==> src/rtl/rvic_pkg.sv <==
package rvic_pkg;

    parameter int NUM_SRC  = 64;
    parameter int BANK_W   = 32;
    parameter int NUM_BANK = 2;
    parameter int CODE_W   = $clog2(NUM_SRC);
    parameter int ADDR_W   = 3;
    parameter int CODE_LSB = BANK_W - CODE_W;

    // Register select codes; index 1 of a bank array is the high bank
    parameter logic [ADDR_W-1:0] A_MASK_HI = 3'd0;
    parameter logic [ADDR_W-1:0] A_MASK_LO = 3'd1;
    parameter logic [ADDR_W-1:0] A_PEND_HI = 3'd2;
    parameter logic [ADDR_W-1:0] A_PEND_LO = 3'd3;
    parameter logic [ADDR_W-1:0] A_VECTOR  = 3'd4;

    typedef logic [NUM_BANK-1:0][BANK_W-1:0] bank_arr_t;

    typedef struct packed {
        logic       high;
        logic [4:0] pos;
    } src_loc_t;

    // Fixed scatter of source numbers onto bank bits
    function automatic src_loc_t src_locate(input int unsigned v);
        src_loc_t loc;
        if (v == 0) begin
            loc.high = 1'b0; loc.pos = 5'd0;
        end else if (v < 16) begin
            loc.high = 1'b0; loc.pos = 5'(16 - v);
        end else if (v < 19) begin
            loc.high = 1'b1; loc.pos = 5'(18 - v);
        end else if (v < 31) begin
            loc.high = 1'b1; loc.pos = 5'(33 - v);
        end else if (v == 31) begin
            loc.high = 1'b1; loc.pos = 5'd0;
        end else if (v < 48) begin
            loc.high = 1'b0; loc.pos = 5'(63 - v);
        end else begin
            loc.high = 1'b1; loc.pos = 5'(v - 32);
        end
        return loc;
    endfunction

endpackage

==> src/rtl/rvic_src_router.sv <==
module rvic_src_router
    import rvic_pkg::*;
(
    input  logic [NUM_SRC-1:0] src,
    output bank_arr_t          set_bank
);
    always_comb begin
        set_bank = '0;
        for (int v = 0; v < NUM_SRC; v++) begin
            if (src[v]) begin
                set_bank[src_locate(v).high][src_locate(v).pos] = 1'b1;
            end
        end
    end
endmodule

==> src/rtl/rvic_bank_regs.sv <==
module rvic_bank_regs
    import rvic_pkg::*;
(
    input  logic              clk,
    input  logic              rst,
    input  logic              mask_we,
    input  logic              pend_we,
    input  logic [BANK_W-1:0] wdata,
    input  logic [BANK_W-1:0] set_in,
    output logic [BANK_W-1:0] mask_q,
    output logic [BANK_W-1:0] pend_q
);
    logic [BANK_W-1:0] clr_vec;
    logic [BANK_W-1:0] pend_d;

    assign clr_vec = pend_we ? wdata : '0;
    // set wins over clear so a held level re-arms at once
    assign pend_d  = (pend_q & ~clr_vec) | set_in;

    always_ff @(posedge clk) begin
        if (rst) begin
            mask_q <= '0;
            pend_q <= '0;
        end else begin
            if (mask_we) mask_q <= wdata;
            pend_q <= pend_d;
        end
    end
endmodule

==> src/rtl/rvic_vec_pick.sv <==
module rvic_vec_pick
    import rvic_pkg::*;
(
    input  bank_arr_t         mask_bank,
    input  bank_arr_t         pend_bank,
    output logic [CODE_W-1:0] code,
    output logic              any_req
);
    bank_arr_t          live;
    logic [NUM_SRC-1:0] elig;

    assign live    = mask_bank & pend_bank;
    assign any_req = |live;

    always_comb begin
        elig = '0;
        for (int v = 1; v < NUM_SRC; v++) begin
            elig[v] = live[src_locate(v).high][src_locate(v).pos];
        end
    end

    // Scan downward so the lowest eligible number is written last
    always_comb begin
        code = '0;
        for (int v = NUM_SRC - 1; v >= 1; v--) begin
            if (elig[v]) code = CODE_W'(v);
        end
    end
endmodule

==> src/rtl/remap_pic.sv <==
module remap_pic
    import rvic_pkg::*;
(
    input  logic                clk,
    input  logic                rst,
    input  logic [NUM_SRC-1:0]  src_lvl,
    input  logic [ADDR_W-1:0]   reg_addr,
    input  logic                reg_we,
    input  logic [BANK_W-1:0]   reg_wdata,
    output logic [BANK_W-1:0]   reg_rdata,
    output logic                irq_req
);
    bank_arr_t         set_bank;
    bank_arr_t         mask_bank;
    bank_arr_t         pend_bank;
    logic [CODE_W-1:0] vec_code;

    rvic_src_router u_router (
        .src      (src_lvl),
        .set_bank (set_bank)
    );

    for (genvar b = 0; b < NUM_BANK; b++) begin : g_bank
        localparam logic [ADDR_W-1:0] MASK_A = (b == 1) ? A_MASK_HI : A_MASK_LO;
        localparam logic [ADDR_W-1:0] PEND_A = (b == 1) ? A_PEND_HI : A_PEND_LO;
        rvic_bank_regs u_regs (
            .clk     (clk),
            .rst     (rst),
            .mask_we (reg_we && reg_addr == MASK_A),
            .pend_we (reg_we && reg_addr == PEND_A),
            .wdata   (reg_wdata),
            .set_in  (set_bank[b]),
            .mask_q  (mask_bank[b]),
            .pend_q  (pend_bank[b])
        );
    end

    rvic_vec_pick u_pick (
        .mask_bank (mask_bank),
        .pend_bank (pend_bank),
        .code      (vec_code),
        .any_req   (irq_req)
    );

    always_comb begin
        case (reg_addr)
            A_MASK_HI: reg_rdata = mask_bank[1];
            A_MASK_LO: reg_rdata = mask_bank[0];
            A_PEND_HI: reg_rdata = pend_bank[1];
            A_PEND_LO: reg_rdata = pend_bank[0];
            A_VECTOR:  reg_rdata = {vec_code, {CODE_LSB{1'b0}}};
            default:   reg_rdata = '0;
        endcase
    end
endmodule

==> config.mk <==
export PLATFORM = sky130hd
export DESIGN_NAME = remap_pic
export DESIGN_NICKNAME = d
export VERILOG_FILES = /design/src/rtl/rvic_pkg.sv /design/src/rtl/rvic_src_router.sv /design/src/rtl/rvic_bank_regs.sv /design/src/rtl/rvic_vec_pick.sv /design/src/rtl/remap_pic.sv
export SDC_FILE = /design/constraint.sdc
export NUM_CORES = 1
export LEC_CHECK = 0
export ABC_AREA = 1
export ABC_CLOCK_PERIOD_IN_PS = 8000
export BUFFER_PORTS_ARGS = -buffer_cell sky130_fd_sc_hd__buf_2
export CAP_MARGIN = 20
export CORE_MARGIN = 4
export CORE_UTILIZATION = 60
export CTS_CLUSTER_DIAMETER = 30
export CTS_CLUSTER_SIZE = 28
export DETAILED_ROUTE_END_ITERATION = 7
export GPL_ROUTABILITY_DRIVEN = 0
export PLACE_DENSITY = 0.87
export SKIP_CTS_REPAIR_TIMING = 1
export SLEW_MARGIN = 20
export SYNTH_ARGS = -nofsm -noshare
export SYNTH_HDL_FRONTEND = slang
export SYNTH_HIERARCHICAL = 1
export SYNTH_SLANG_ARGS = --single-unit
==> constraint.sdc <==
create_clock -name clk -period 8 [get_ports clk]
set_clock_uncertainty 0.2 [all_clocks]
set_input_delay 1.6 -clock clk [delete_from_list [all_inputs] [get_ports clk]]
set_output_delay 1.6 -clock clk [all_outputs]
set_load 0.005 [all_outputs]
==> results.toml <==
[final_layout]
nets = 1361
multiInputGateArea_um2 = 3840
final_common_cell = "nand2_1"
seq_area_um2 = 2560
syn2layout_area_growth_pct = 6.79
stdcell_count = 1443
fill_cells = 1161
final_cell_mix = "414 x nand2_1, 147 x inv_1, 133 x buf_2, 128 x a21oi_1, 128 x dfxtp_1"
layout-drive-gt1-share = 0.250

[drt]
wl_um = 21000
firstDrtPassIters = 6
drc = 0
wl_per_cell_um = 14.6
vias = 7653
initialDrtViolationCount = 701
ant_nets = 0
viasPerCell = 5.30

[logic_synthesis]
ys_warn_count = 6
synth_area_um2 = 8010
async_flop_share = 0
ys_seq_elements = 128
synth_cells = 1215
ys_types = 34
synth_edf_count = 0
synth_ff_type = "dfxtp_1"
syn_area_per_cell_um2 = 6.59
seq_area_frac_synth = 0.320
synth_nets = 1317

[power]
swShare = 0.264
pwr-share-clk = 0.446
powerDensity_nw_per_um2 = 190
vdd_drop_max_mv = 0.206
p_switching_uw = 429
finalPower_mw = 1.63
sequentialPowerShare = 0.429
leakagePower_nw = 4.31
internal_power_mw = 1.20
combPwrFrac = 0.125

[hold_path]
min-delay-start = "g_bank[1].u_regs/pend_q[30]"
hold_class = "reg2reg"
worst_hold_path.endpoint = "g_bank[1].u_regs/pend_q[30]"
min_path_cells = 2

[global_routing]
grt_pass1_vias = 7263
grt_pass1_wl_um = 34300
antenna_found_initial = 1
grt_use_total = 0.286
grt-ovfl-total = 0
grt_start_max_net_pins = 93

[clock_network]
cts_buffers = 17
clock_path_buffers = 2
root_buffer = "clkbuf_16"
cts.clk_slew.worst_paths_ns = 0.05
cts_tree = "done"
clock-sinks = 128
htree_levels = 4
clk_latency_ns = 0.43

[placed_design]
portBuffers = 134
place_hpwl_um = 14300
dp_cells = 1412

[critical_path]
cp_common_cell = "nand2_1"
worstSetupEndpointType = "output port"
timing.rr.start = "g_bank[1].u_regs/pend_q[19]"
slowest_stage = "dfxtp_1"
cp.arrival_ns = 4.34
ff2ff_path_depth = 2
critPathKind = "reg2out"
reg2reg_to = "g_bank[1].u_regs/pend_q[19]"
critPathRequiredTime_ns = 6.20
crit_path_start_kind = "flop"
crit_fanout = 3
rrSetupSlack_ns = 7.03
cpPeakStageDelay_ns = 0.31

[die]
num_rows = 41
die_h_um = 124
dieArea_um2 = 15300
core_um2 = 12800
fp.dieW_um = 124
initial_core_util = 0.625
io_pins = 135

[timing]
maxSlewViolCount = 0
clock.fmax_mhz = 163
post-route-period-util = 0.767
relSlewSlack = 0.246
hold_slack_ns = 0.278
setup_viol = 0
rsz0062_at_grt = "no"
hold_viol = 0
worst_slew_pin_slew_ns = 1.13
min_period_ns = 6.14
tns_ns = 0

[outcome]
status = "complete, no violations"

[flow_run]
drv_cap = 0
## cell families after synthesis
| group | share of synthesized area |
|---|---|
| buffers and inverters | 0.202 |
| other | 0.000468 |
| and+or+nand+nor | 0.329 |
| AOI/OAI and AO/OA | 0.148 |
| DFF | 0.320 |
## synthesized netlist by cell type, drive strengths merged (2+ instances only)
library cell | instances | share of area
a31oi | 3 | 0.0023
o21ai | 31 | 0.026
nand2 | 469 | 0.24
nand4 | 9 | 0.0070
nor3 | 3 | 0.0019
dfxtp | 128 | 0.32
buf | 116 | 0.12
nor4 | 3 | 0.0023
inv | 170 | 0.082
a21oi | 158 | 0.11
o21bai | 2 | 0.0019
nand3 | 42 | 0.040
a21boi | 2 | 0.0019
nor2 | 75 | 0.037
## sequential cells by signal (all words and copies together), names as in the netlist
name                  cells
g_bank.u_regs/mask_q     64
g_bank.u_regs/pend_q     64
## worst max-delay path: cells and delay by family (launching register included)
kind | cells | cell delay (ns)
flip-flops | 1 | 0.31
AND/OR/NAND/NOR | 65 | 3.44
buffers and inverters | 2 | 0.16
## power groups by stage
stage	Combinational (mW)	Clock [mW]	Sequential [mW]
CTS	0.201	0.729	0.698
finish	0.203	0.725	0.699
detailed placement	0.200	0	0.710
floorplan	0.163	0	0.703
global route	0.230	0.758	0.702
global placement	0.195	0	0.709
## cell type report
cell class,count,share of cell area
Antenna cell,1,0.000292
Clock buffer,24,0.0575
Clock inverter,6,0.00673
Inverter,170,0.0769
Multi-Input combinational cell,801,0.449
Sequential cell,128,0.299
Tap cell,172,0.0251
Timing Repair Buffer,141,0.0848
## how the worst max path moves through the flow
stage,start,to,slack (ns),depth (start not counted)
floorplan,g_bank[1].u_regs/mask_q[31],reg_rdata[26],3.04,66
global placement,g_bank[1].u_regs/mask_q[31],reg_rdata[26],2.50,67
detailed placement,g_bank[1].u_regs/pend_q[31],reg_rdata[26],2.44,67
CTS,g_bank[1].u_regs/mask_q[31],reg_rdata[26],1.93,67
global route,g_bank[1].u_regs/pend_q[31],reg_rdata[26],1.13,67
finish,g_bank[1].u_regs/mask_q[31],reg_rdata[26],1.86,67
## through the flow
stage                     setup WS [ns]   util  area [um2]
after CTS                          1.93  0.667        8550
after global routing               1.13  0.667        8560
final                              1.86  0.667        8560
after global placement             2.50  0.624        8010
after detailed placement           2.44  0.624        8010
after floorplan                    3.04      -        8010
## per-layer routing
layer	global-route usage	part of all wire	vias up
li1	-	-	3760
met1	0.359	0.42	3498
met2	0.474	0.47	351
met3	0.0691	0.087	44
met4	0.111	0.025	0
met5	0	0	-
Power figures use the tool's default switching activity.
